## src/rtl/mem_tap_pkg.sv

```systemverilog
`timescale 1ns/1ps
package mem_tap_pkg;

  localparam int IR_W = 3;

  typedef enum logic [3:0] {
    TS_RESET, TS_IDLE,
    TS_SEL_DR, TS_CAP_DR, TS_SHF_DR, TS_EX1_DR, TS_PAU_DR, TS_EX2_DR, TS_UPD_DR,
    TS_SEL_IR, TS_CAP_IR, TS_SHF_IR, TS_EX1_IR, TS_PAU_IR, TS_EX2_IR, TS_UPD_IR
  } tap_state_e;

  typedef enum logic [1:0] {DR_BYPASS, DR_IDENT, DR_BOUND} dr_sel_e;

  localparam logic [IR_W-1:0] OP_EXTEST  = 3'b000;
  localparam logic [IR_W-1:0] OP_IDCODE  = 3'b001;
  localparam logic [IR_W-1:0] OP_SAMPLEZ = 3'b010;
  localparam logic [IR_W-1:0] OP_SAMPLE  = 3'b100;
  localparam logic [IR_W-1:0] OP_BYPASS  = 3'b111;
  localparam logic [IR_W-1:0] IR_CAPTURE = 3'b001;

  function automatic tap_state_e tap_next(input tap_state_e s, input logic tms);
    case (s)
      TS_RESET:  return tms ? TS_RESET  : TS_IDLE;
      TS_IDLE:   return tms ? TS_SEL_DR : TS_IDLE;
      TS_SEL_DR: return tms ? TS_SEL_IR : TS_CAP_DR;
      TS_CAP_DR: return tms ? TS_EX1_DR : TS_SHF_DR;
      TS_SHF_DR: return tms ? TS_EX1_DR : TS_SHF_DR;
      TS_EX1_DR: return tms ? TS_UPD_DR : TS_PAU_DR;
      TS_PAU_DR: return tms ? TS_EX2_DR : TS_PAU_DR;
      TS_EX2_DR: return tms ? TS_UPD_DR : TS_SHF_DR;
      TS_UPD_DR: return tms ? TS_SEL_DR : TS_IDLE;
      TS_SEL_IR: return tms ? TS_RESET  : TS_CAP_IR;
      TS_CAP_IR: return tms ? TS_EX1_IR : TS_SHF_IR;
      TS_SHF_IR: return tms ? TS_EX1_IR : TS_SHF_IR;
      TS_EX1_IR: return tms ? TS_UPD_IR : TS_PAU_IR;
      TS_PAU_IR: return tms ? TS_EX2_IR : TS_PAU_IR;
      TS_EX2_IR: return tms ? TS_UPD_IR : TS_SHF_IR;
      TS_UPD_IR: return tms ? TS_SEL_DR : TS_IDLE;
      default:   return TS_RESET;
    endcase
  endfunction

  function automatic dr_sel_e dr_of(input logic [IR_W-1:0] op);
    case (op)
      OP_EXTEST, OP_SAMPLEZ, OP_SAMPLE: return DR_BOUND;
      OP_IDCODE:                        return DR_IDENT;
      default:                          return DR_BYPASS;
    endcase
  endfunction

endpackage

```

## src/rtl/mem_tap_fsm.sv

```systemverilog
`timescale 1ns/1ps
module mem_tap_fsm
  import mem_tap_pkg::*;
(
  input  logic       tck,
  input  logic       por_n,
  input  logic       tms,
  output tap_state_e state
);

  always_ff @(posedge tck or negedge por_n) begin
    if (!por_n) state <= TS_RESET;
    else        state <= tap_next(state, tms);
  end

endmodule

```

## src/rtl/mem_tap_ir.sv

```systemverilog
`timescale 1ns/1ps
module mem_tap_ir
  import mem_tap_pkg::*;
(
  input  logic            tck,
  input  logic            por_n,
  input  logic            tdi,
  input  tap_state_e      state,
  output logic [IR_W-1:0] ir_q,
  output logic            ir_lsb
);

  logic [IR_W-1:0] ir_sr;

  always_ff @(posedge tck or negedge por_n) begin
    if (!por_n) begin
      ir_sr <= IR_CAPTURE;
    end else if (state == TS_CAP_IR) begin
      ir_sr <= IR_CAPTURE;
    end else if (state == TS_SHF_IR) begin
      ir_sr <= {tdi, ir_sr[IR_W-1:1]};
    end
  end

  always_ff @(posedge tck or negedge por_n) begin
    if (!por_n)                  ir_q <= OP_IDCODE;
    else if (state == TS_RESET)  ir_q <= OP_IDCODE;
    else if (state == TS_UPD_IR) ir_q <= ir_sr;
  end

  assign ir_lsb = ir_sr[0];

endmodule

```

## src/rtl/mem_tap_dr.sv

```systemverilog
`timescale 1ns/1ps
module mem_tap_dr
  import mem_tap_pkg::*;
#(
  parameter int          BSR_LEN = 109,
  parameter logic [31:0] ID_WORD = 32'h0000_0001
) (
  input  logic               tck,
  input  logic               por_n,
  input  logic               tdi,
  input  tap_state_e         state,
  input  dr_sel_e            dr_sel,
  input  logic [BSR_LEN-1:0] pin_in,
  output logic               dr_lsb,
  output logic [BSR_LEN-1:0] pin_out
);

  localparam int ID_W = 32;

  logic              cap_en, shf_en, upd_en;
  logic [ID_W-1:0]   id_sr;
  logic              byp_q;
  logic [BSR_LEN-1:0] bs_sr;
  logic [BSR_LEN:0]   chain;

  assign cap_en = (state == TS_CAP_DR);
  assign shf_en = (state == TS_SHF_DR);
  assign upd_en = (state == TS_UPD_DR);

  always_ff @(posedge tck or negedge por_n) begin
    if (!por_n)                            id_sr <= '0;
    else if (cap_en && dr_sel == DR_IDENT) id_sr <= ID_WORD;
    else if (shf_en && dr_sel == DR_IDENT) id_sr <= {tdi, id_sr[ID_W-1:1]};
  end

  always_ff @(posedge tck or negedge por_n) begin
    if (!por_n)                             byp_q <= 1'b0;
    else if (cap_en && dr_sel == DR_BYPASS) byp_q <= 1'b0;
    else if (shf_en && dr_sel == DR_BYPASS) byp_q <= tdi;
  end

  assign chain = {tdi, bs_sr};

  for (genvar g = 0; g < BSR_LEN; g++) begin : g_cell
    logic sr_c, upd_c;
    always_ff @(posedge tck or negedge por_n) begin
      if (!por_n)                            sr_c <= 1'b0;
      else if (cap_en && dr_sel == DR_BOUND) sr_c <= pin_in[g];
      else if (shf_en && dr_sel == DR_BOUND) sr_c <= chain[g+1];
    end
    always_ff @(posedge tck or negedge por_n) begin
      if (!por_n)                            upd_c <= 1'b0;
      else if (upd_en && dr_sel == DR_BOUND) upd_c <= sr_c;
    end
    assign bs_sr[g]   = sr_c;
    assign pin_out[g] = upd_c;
  end

  always_comb begin
    case (dr_sel)
      DR_IDENT: dr_lsb = id_sr[0];
      DR_BOUND: dr_lsb = bs_sr[0];
      default:  dr_lsb = byp_q;
    endcase
  end

endmodule

```

## src/rtl/mem_tap_top.sv

```systemverilog
`timescale 1ns/1ps
module mem_tap_top
  import mem_tap_pkg::*;
#(
  parameter int          BSR_LEN   = 109,
  parameter logic [2:0]  ID_REV    = 3'h1,
  parameter logic [16:0] ID_TYPE   = 17'h0_5A36,
  parameter logic [10:0] ID_VENDOR = 11'h023
) (
  input  logic               tck,
  input  logic               por_n,
  input  logic               tms,
  input  logic               tdi,
  output logic               tdo,
  output logic               tdo_oe,
  input  logic [BSR_LEN-1:0] bsr_pin_in,
  output logic [BSR_LEN-1:0] bsr_pin_out,
  output logic               extest_sel,
  output logic               outputs_hiz
);

  localparam logic [31:0] ID_WORD = {ID_REV, ID_TYPE, ID_VENDOR, 1'b1};

  tap_state_e      state_q;
  logic [IR_W-1:0] ir_q;
  logic            ir_lsb, dr_lsb;
  dr_sel_e         dr_sel;

  mem_tap_fsm u_fsm (
    .tck(tck), .por_n(por_n), .tms(tms), .state(state_q)
  );

  mem_tap_ir u_ir (
    .tck(tck), .por_n(por_n), .tdi(tdi), .state(state_q),
    .ir_q(ir_q), .ir_lsb(ir_lsb)
  );

  assign dr_sel = dr_of(ir_q);

  mem_tap_dr #(.BSR_LEN(BSR_LEN), .ID_WORD(ID_WORD)) u_dr (
    .tck(tck), .por_n(por_n), .tdi(tdi), .state(state_q), .dr_sel(dr_sel),
    .pin_in(bsr_pin_in), .dr_lsb(dr_lsb), .pin_out(bsr_pin_out)
  );

  // Serial output retimed on the falling edge
  always_ff @(negedge tck or negedge por_n) begin
    if (!por_n) begin
      tdo    <= 1'b0;
      tdo_oe <= 1'b0;
    end else begin
      tdo_oe <= (state_q == TS_SHF_DR) || (state_q == TS_SHF_IR);
      tdo    <= (state_q == TS_SHF_IR) ? ir_lsb : dr_lsb;
    end
  end

  assign outputs_hiz = (ir_q == OP_SAMPLEZ);
  assign extest_sel  = (ir_q == OP_EXTEST);

endmodule

```

## config.mk

```make
export PLATFORM = sky130hd
export DESIGN_NAME = mem_tap_top
export DESIGN_NICKNAME = d
export VERILOG_FILES = /design/src/rtl/mem_tap_pkg.sv /design/src/rtl/mem_tap_fsm.sv /design/src/rtl/mem_tap_ir.sv /design/src/rtl/mem_tap_dr.sv /design/src/rtl/mem_tap_top.sv
export SDC_FILE = /design/constraint.sdc
export NUM_CORES = 1
export LEC_CHECK = 0
export ABC_AREA = 1
export BUFFER_PORTS_ARGS = -buffer_cell sky130_fd_sc_hd__buf_4
export CAP_MARGIN = 10
export CORE_ASPECT_RATIO = 2
export CORE_MARGIN = 2
export CORE_UTILIZATION = 40
export CTS_CLUSTER_SIZE = 24
export DETAILED_ROUTE_END_ITERATION = 10
export PLACE_DENSITY = 0.68
export SYNTH_ARGS = -nofsm -noshare
export SYNTH_HDL_FRONTEND = slang
export SYNTH_HIERARCHICAL = 1
export SYNTH_SLANG_ARGS = --single-unit
export TNS_END_PERCENT = 1
```

## constraint.sdc

```tcl
create_clock -name tck -period 2.7 [get_ports tck]
set_clock_uncertainty 0.1 [all_clocks]
set_input_delay 0.54 -clock tck [delete_from_list [all_inputs] [get_ports tck]]
set_output_delay 0.54 -clock tck [all_outputs]
set_load 0.005 [all_outputs]
```

==> out/qor.txt, run 1 <==
status: complete, but fails checks
failing checks: setup timing
Area growth syn-to-layout: 17.0%
leading register cell type out of synthesis: dfrtp_1
Starting Density: 40.3%
largest net degree at the start of global routing: 124
RePlAce Congestion: 0.860
Min-Delay Path Depth: 3
CTS buffer count: 25
Clock Tree Buf Depth: 3
Reg-to-Reg End: tdo
CP endpoint kind: output pin
Die W: 132 µm
worst path bufs/invs: 1
Leakage Power: 8.54 nW
register bit total from synthesis: 263
post-synth top area share: 49.2%
post-synthesis cell type with the largest combined area: dfrtp_1
fillers: 3,272
first-pass GRT wire length: 61.0 mm
critical path data arrival time: 2.44 ns
Synth Area in Compound Gates: 4.77%
clock root buffer: clkbuf_16
DRC: 0
DR WL/cell: 17.6 µm
initial antenna violation count: 3
sequential fraction of the synthesis area: 49.9%
Slew @ Worst Pin: 1.01 ns
setup slack at placement: -0.290 ns
Die Y: 261 µm
top post-synthesis cells by count: nand2_1 (797), dfrtp_1 (259), inv_1 (140)
Final HPWL DP: 27.4 mm
top cells by area, synth: dfrtp_1 (49%), nand2_1 (23%), buf_4 (6.4%)
Final Hold Viols: 0
Syn Area/Cell: 7.67 µm²
asr flop ratio synth: 100%
adder-cell share of the synthesized area: 0.380%
post-synthesis mux area share: 0%
final setup fails: 3
simple-gate portion of the synthesized area: 30.5%
Hold Path End: u_fsm/state[3]
Startpoint Class: flop
number of max-slew violations in the final report: 0
Worst Path Required: 2.06 ns
Top delay family on crit path: flip-flops
Detail Route Antenna Nets: 0
Core Util, Final: 47.2%
Worst-path clk slew: 0.06 ns
PwrDens: 1120 nW/µm²
share of cells above drive strength 1: 18.2%
Max VDD drop: 0.000741 V
Post-Syn Area: 13,200 µm²
Overall Power: 17.2 mW
hold path start: tms
Critical Path Max Stage Delay: 0.43 ns
DR vias: 11,200
# port buffers: 225
Max-Slew Margin vs Limit: 32.9%
H-tree lvl count: 1
Reg2Reg Setup Slack: -0.22 ns
Post-Syn Instances: 1,719
Post-DP Area: 14,600 µm²
CTS sink cnt: 263
vias per inst: 4.99
CP cell instances: buf_4
Synth Area in XOR/XNOR: 0%
Reg2Reg Depth: 8
synth unique cells: 26
Reg2Reg Launch Point: u_ir/ir_q[0]
Design Area, Final: 15,400 µm²
CP max FO: 1
CTS tree: built
min-delay worst type: primary input to flop
Core Area: 32,700 µm²
Setup CP Type: flop to output pin
GRT Util Overall: 22.5%
most common cell in the netlist: nand2_1
final worst slack: -0.382 ns
DRT Wirelength: 39.5 mm
initial drt markers: 832
largest family of logic cells by synthesized area: simple AND/OR/NAND/NOR gates
num rows: 94
Initial DRT Pass Iterations: 5
vias in the first global route: 10,700
Congestion Overflow GR: 0
Synthesis Warnings: 6
nets: 1,912
Maximum Capacitance Violations: 0
Post-synth EDFFs: 0
total negative slack: -0.968 ns
die area: 34,500 µm²
RSZ-0062 raised after global routing: true
CP max stage cell: dfrtn_1
clk_lat worst skew: 0.55 ns
I/O Pins: 226
Syn Nets: 1,836
Post-CTS Setup Inserts: 0
-- repair_timing --
item,in CTS,in global routing
pin swaps,1,0
gates resized for setup,2,3
setup endpoints to repair,112,27
endpoints found under the hold margin,11,0
hold buffers,1,0
-- through the flow --
stage / hold WS [ns] / std cells
after floorplan: 0.144 / 1719
after CTS: 0.125 / 2246
after global placement: 0.270 / 2199
after detailed placement: 0.273 / 2199
after global routing: 0.168 / 2247
final: 0.146 / 2247
-- report_power, final --
part | leakage [nW] | internal [mW] | switching (mW)
combinational | 4.79 | 2.70 | 4.06
sequential | 3.34 | 5.57 | 1.32
clock | 0.403 | 1.95 | 1.61
total | 8.54 | 10.2 | 6.99
-- final cells by class --
type / instances / area [µm²] / share of cell area [%]
clock inverters: 13 / 110 / 0.714
clock buffers: 33 / 706 / 4.57
multi-input cells: 1097 / 4760 / 30.9
flip-flops and latches: 263 / 6580 / 42.7
diodes: 1 / 2.50 / 0.0162
well taps: 432 / 541 / 3.50
inverters: 144 / 543 / 3.52
repair buffers: 264 / 2180 / 14.1
-- per-layer routing --
layer	up-vias	GRT usage [%]	part of all wire, %
met3	83	1.79	4.6
li1	5421	-	-
met5	-	0	0
met4	0	11.4	5.4
met2	375	40.9	52
met1	5341	26.6	38
-- cells in the final DEF, fill, tap and decap left out, drive strengths merged --
cell type    count
ha               4
a21oi            5
clkbuf          33
dfstp            2
nor3             2
inv            146
dfrtn            2
nand2          801
dfrtp          259
buf            263
a31oi            1
nor2            21
nand3           16
o21bai           2
clkinv           8
clkinvlp         2
bufinv           1
nand4          130
o21ai          115
dlygate4sd3      1
diode            1
-- worst register-to-register path, stage by stage (launching register included) --
cell     delay, ns
dfstp_2       0.37
buf_4         0.13
a21oi_1       0.18
inv_1         0.10
ha_1          0.30
nor2_1        0.09
a31oi_1       0.05
nand2_1       0.06
nand2_1       0.04
-- sequential cells by signal, indices dropped and copies added, names as in the netlist --
name	count
u_dr/byp_q	1
u_ir/ir_sr	3
u_dr/g_cell.upd_c	109
tdo_oe	1
tdo	1
u_dr/g_cell.sr_c	109
u_dr/id_sr	32
u_fsm/state	4
u_ir/ir_q	3
-- worst max path at each step --
stage	startpoint	endpoint	slack [ns]	cells past startpoint
after floorplan	u_ir/ir_q[0]	tdo	-0.48	11
after global placement	u_ir/ir_q[0]	tdo	-0.31	8
after detailed placement	u_ir/ir_q[0]	tdo	-0.29	8
after CTS	tdo	tdo	-0.39	1
after global routing	tdo	tdo	-0.40	1
final	tdo	tdo	-0.38	1
-- kinds of logic after synthesis --
family | Yosys count
AO/OA/AOI/OAI | 123
adder cells (fa/ha/maj) | 4
buffers and inverters | 359
flip-flops | 263
AND/OR/NAND/NOR | 970
(Power assumes the default switching activity.)
==> inputs of run 2 (changes only) <==
--- a/config.mk
+++ b/config.mk
@@ -16,6 +16,5 @@
 export PLACE_DENSITY = 0.68
 export SYNTH_ARGS = -nofsm -noshare
 export SYNTH_HDL_FRONTEND = slang
-export SYNTH_HIERARCHICAL = 1
 export SYNTH_SLANG_ARGS = --single-unit
 export TNS_END_PERCENT = 1
==> out/qor.txt, run 2 <==
Syn Nets: 1,778
Post-DP Area: 14,300 µm²
Clock Tree Buf Depth: 3
Reg2Reg Setup Slack: -0.25 ns
CP cell instances: buf_4
Area growth syn-to-layout: 16.9%
Die Y: 258 µm
Worst Path Required: 2.06 ns
Final HPWL DP: 24.5 mm
Leakage Power: 8.59 nW
DR WL/cell: 15.9 µm
clock root buffer: clkbuf_16
Syn Area/Cell: 7.78 µm²
P_sw: 5.24 mW
share of cells above drive strength 1: 19.3%
first-pass GRT wire length: 55.4 mm
Die W: 131 µm
die area: 33,900 µm²
final worst slack: -0.326 ns
Top Registers: u_dr.g_cell.sr_c (109), u_dr.g_cell.upd_c (109), u_dr.id_sr (32)
status: complete, but fails checks
P_int: 9.41 mW
Top delay family on crit path: flip-flops
most common cell after layout, fill and taps aside: nand2_1
Starting Density: 40.4%
most frequent cells in the layout: nand2_1 (667), dfrtp_1 (259), buf_4 (245), inv_1 (244), nand3_1 (118)
hold path start: tms
CP endpoint kind: output pin
final setup fails: 3
Detail Route Antenna Nets: 0
RSZ-0062 raised after global routing: true
Maximum Capacitance Violations: 0
DRT Wirelength: 34.9 mm
vias in the first global route: 10,400
Hold Path End: u_fsm.state[2]
Seq pwr share: 43.6%
Max-Slew Margin vs Limit: 56.5%
leading register cell type out of synthesis: dfrtp_1
I/O Pins: 226
clk_lat worst skew: 0.52 ns
CTS sink cnt: 263
most common cell in the netlist: nand2_1
post-synth top area share: 50.1%
min-delay worst type: primary input to flop
register bit total from synthesis: 263
RePlAce Congestion: 0.893
CP max FO: 1
# port buffers: 225
total negative slack: -0.885 ns
CP max stage cell: dfrtn_1
top post-synthesis cells by count: nand2_1 (670), dfrtp_1 (259), inv_1 (247)
critical path data arrival time: 2.39 ns
largest net degree at the start of global routing: 110
Critical Path Max Stage Delay: 0.40 ns
vias per inst: 4.69
initial antenna violation count: 1
Max VDD drop: 0.000660 V
Final Hold Viols: 0
initial drt markers: 572
Seq. cell area: 6580 µm²
GRT Util Overall: 20.5%
Reg-to-Reg End: tdo
area of the multi-input gates: 4160 µm²
Setup CP Type: flop to output pin
top cells by area, synth: dfrtp_1 (50%), nand2_1 (19%), inv_1 (7.2%)
Startpoint Class: flop
nets: 1,874
worst path bufs/invs: 1
num rows: 93
CTS tree: built
Synthesis Warnings: 0
Core Area: 32,000 µm²
Congestion Overflow GR: 0
Design Area, Final: 15,100 µm²
DR vias: 10,300
failing checks: setup timing
CTS buffer count: 25
fillers: 3,143
post-synthesis cell type with the largest combined area: dfrtp_1
Post-synth EDFFs: 0
number of max-slew violations in the final report: 0
Slew @ Worst Pin: 0.652 ns
synth unique cells: 26
Reg2Reg Depth: 7
Reg2Reg Launch Point: u_ir.ir_q[0]
Worst-path clk slew: 0.05 ns
asr flop ratio synth: 100%
H-tree lvl count: 1
Comb power frac: 33.6%
Initial DRT Pass Iterations: 4
sequential fraction of the synthesis area: 50.9%
Min-Delay Path Depth: 3
clock power share: 22.8%
PwrDens: 969 nW/µm²
Post-Syn Area: 12,900 µm²
Post-Syn Instances: 1,662
Sw Ratio: 35.8%
DRC: 0
run 2: cell count changes after synthesis, moves of 4 or more:
cell | previous run | this run
o21ai_2 | 2 | 20
nand4_1 | 130 | 2
o21ai_0 | 102 | 35
nor2_2 | 6 | 1
o21ai_1 | 11 | 80
o22ai_1 | 0 | 4
inv_1 | 140 | 247
buf_1 | 13 | 0
nand3_1 | 15 | 119
nand2_1 | 797 | 670
buf_2 | 48 | 28
nor2_1 | 15 | 9
buf_6 | 9 | 18
run 2: logic make-up after synthesis:
kind of cell    after synthesis  synth area share (%)
compound gates              144                  6.23
fa+ha+maj                     3                 0.290
buf+inv                     442                  17.5
flops                       263                  50.9
simple gates                810                  25.1
run 2: what timing repair did:
item,CTS,global route
gates resized for setup,8,5
setup endpoints to repair,3,3
hold buffers,1,0
buffers inserted,2,0
endpoints found under the hold margin,17,0
pin swaps,2,2
run 2: through the flow:
step                      setup WS (ns)  instances  hold slack [ns]  util, %  power, mW
after CTS                        -0.342       2201            0.143     47.2       14.8
final                            -0.326       2202            0.163     47.2       14.7
after floorplan                  -0.203       1662            0.144        -       9.73
after global placement           -0.258       2155            0.298     44.6       11.2
after detailed placement         -0.385       2155            0.298     44.6       11.3
after global routing             -0.352       2202            0.175     47.2       15.8
run 2: power groups by stage:
stage               logic, mW  registers (mW)  clock network, mW
floorplan                3.60            6.13                  0
global placement         4.77            6.39                  0
CTS                      5.00            6.38               3.44
detailed placement       4.92            6.42                  0
finish                   4.93            6.39               3.34
global route             5.62            6.56               3.60
run 2: worst max-delay path by stage:
stage | start | end | slack, ns | cells past startpoint
5_1_grt | tdo | tdo | -0.35 | 1
4_1_cts | tdo | tdo | -0.34 | 1
3_3_place_gp | u_ir.ir_q[0] | tdo | -0.26 | 7
6_report | tdo | tdo | -0.33 | 1
3_5_place_dp | u_ir.ir_q[0] | tdo | -0.39 | 7
2_1_floorplan | u_ir.ir_q[0] | tdo | -0.20 | 6
run 2: metal layers:
metal	GRT usage, %	routed length [µm]	vias to the layer above
met4	11.5	2010	0
met5	0	0	-
met3	3.01	1680	82
met1	23.9	13300	4869
met2	36.1	17900	302
li1	-	-	5079
run 2: tightest hold or removal path: cells and delay by family:
kind,cells,cell delay (ns)
AND/OR/NAND/NOR,2,0.11
buffers and inverters,1,0.10
run 2: area by class of cell:
type                            instances  share of cell area [%]
Timing Repair Buffer                  260                    14.1
Antenna cell                            1                  0.0166
Clock inverter                          8                   0.306
Multi-Input combinational cell        957                    27.5
Sequential cell                       263                    43.6
Inverter                              251                    6.28
Tap cell                              427                    3.53
Clock buffer                           35                    4.72
==> inputs of run 3 (changes only) <==
==> constraint.sdc (replaced) <==
create_clock -name tck -period 3 [get_ports tck]
set_clock_uncertainty 0.1 [all_clocks]
set_input_delay 0.6 -clock tck [delete_from_list [all_inputs] [get_ports tck]]
set_output_delay 0.6 -clock tck [all_outputs]
set_load 0.005 [all_outputs]
==> out/qor.txt, run 3 (same netlist as run 2, synthesis figures left out) <==
status: complete, but fails checks
failing checks: setup timing
Final HPWL DP: 25.1 mm
GRT Util Overall: 21.3%
vias per inst: 4.74
CP max FO: 1
RePlAce Congestion: 0.889
DR vias: 10,400
number of max-slew violations in the final report: 0
worst path bufs/invs: 1
RSZ-0062 raised after global routing: true
Clock Tree Buf Depth: 3
Critical Path Max Stage Delay: 0.40 ns
Top delay family on crit path: flip-flops
Reg-to-Reg End: tdo
Leakage Power: 8.59 nW
I/O Pins: 226
final worst slack: -0.230 ns
Max VDD drop: 0.000564 V
crit path launch: tdo
min-delay worst type: primary input to flop
DRT Wirelength: 36.0 mm
Die Y: 258 µm
Congestion Overflow GR: 0
nets: 1,873
CP max stage cell: dfrtn_1
Hold WS: 0.232 ns
Detail Route Antenna Nets: 0
Die W: 131 µm
DRC: 0
Reg2Reg Depth: 7
dpl cells: 2,154
most common cell after layout, fill and taps aside: nand2_1
Maximum Capacitance Violations: 0
Area growth syn-to-layout: 16.8%
Max-Slew Margin vs Limit: 30.8%
H-tree lvl count: 1
# port buffers: 225
initial drt markers: 682
Final Instance Count excl. Fillers: 2,204
CTS sink cnt: 263
clock root buffer: clkbuf_16
Reg2Reg Setup Slack: -0.21 ns
num rows: 93
Reg2Reg Launch Point: u_ir.ir_q[0]
CTS tree: built
Slew @ Worst Pin: 1.04 ns
die area: 33,900 µm²
CP cell instances: buf_4
CP endpoint kind: output pin
Worst-path clk slew: 0.06 ns
Final Hold Viols: 0
CTS buffer count: 25
share of cells above drive strength 1: 19.2%
Starting Density: 40.4%
final setup fails: 3
vias in the first global route: 10,600
initial antenna violation count: 2
DR WL/cell: 16.3 µm
crit path to: tdo
Levels on crit path: 1
clk_lat worst skew: 0.54 ns
Core Area: 32,000 µm²
Top Registers: u_dr.g_cell.sr_c (109), u_dr.g_cell.upd_c (109), u_dr.id_sr (32)
largest net degree at the start of global routing: 162
most frequent cells in the layout: nand2_1 (669), dfrtp_1 (259), buf_4 (248), inv_1 (244), nand3_1 (119)
first-pass GRT wire length: 57.4 mm
Startpoint Class: flop
Initial DRT Pass Iterations: 5
PwrDens: 887 nW/µm²
Worst Path Required: 2.30 ns
Setup CP Type: flop to output pin
critical path data arrival time: 2.53 ns
[run 3: cell types whose count changed in the layout (fill, tap and decap cells not counted), moves of 2 or more]
cell | previous run | this run
inv_6 | 0 | 2
nand2_1 | 667 | 669
nand2_2 | 4 | 2
buf_12 | 13 | 9
clkinv_2 | 7 | 4
clkbuf_8 | 5 | 9
buf_4 | 245 | 248
[run 3: how the worst min path moves through the flow]
stage               start        endpoint  slack, ns  cells after the start
floorplan           por_n      u_dr.byp_q       0.20                      0
global placement    por_n  u_fsm.state[3]       0.35                      1
detailed placement  por_n  u_fsm.state[3]       0.35                      1
CTS                   tms  u_fsm.state[2]       0.21                      3
global route          tms  u_fsm.state[3]       0.22                      3
finish                tms  u_fsm.state[2]       0.23                      3
[run 3: what timing repair did]
action                     4_1_cts  5_1_grt
pin swaps                        0        1
hold endpoints to repair        17        0
setup endpoints to repair        3        3
gates resized for setup          0        7
buffers inserted                 0        2
hold buffers                     1        0
[run 3: cell type report]
class,instances,area [µm²]
clock buffers,38,764
clock inverters,7,67.6
flip-flops and latches,263,6580
multi-input cells,957,4140
diodes,2,5.00
fillers,3167,16900
repair buffers,259,2070
inverters,251,947
well taps,427,534
[run 3: through the flow]
step / util, % / worst slack (ns) / power [mW] / instance area (µm²) / setup TNS, ns
after floorplan: - / -0.0526 / 8.76 / 12900 / -0.0526
after global placement: 44.4 / -0.118 / 10.0 / 14200 / -0.118
after detailed placement: 44.4 / -0.203 / 10.2 / 14200 / -0.203
after CTS: 47.1 / -0.250 / 13.5 / 15100 / -0.729
after global routing: 47.2 / -0.261 / 14.4 / 15100 / -0.763
final: 47.2 / -0.230 / 13.4 / 15100 / -0.666
[run 3: layer usage]
layer / GRT usage (%) / part of all wire (%) / wire (µm) / vias to the layer above
li1: - / - / - / 5070
met2: 38.7 / 52 / 18900 / 327
met5: 0 / 0 / 0 / -
met1: 24.1 / 37 / 13400 / 4953
met4: 11.7 / 5.5 / 1970 / 0
met3: 2.95 / 4.8 / 1730 / 86
[run 3: where the power goes]
group | leakage (nW) | switching [mW] | internal [mW]
clock | 0.416 | 1.39 | 1.84
combinational | 5.01 | 2.56 | 1.84
sequential | 3.16 | 0.841 | 4.93
total | 8.59 | 4.80 | 8.61
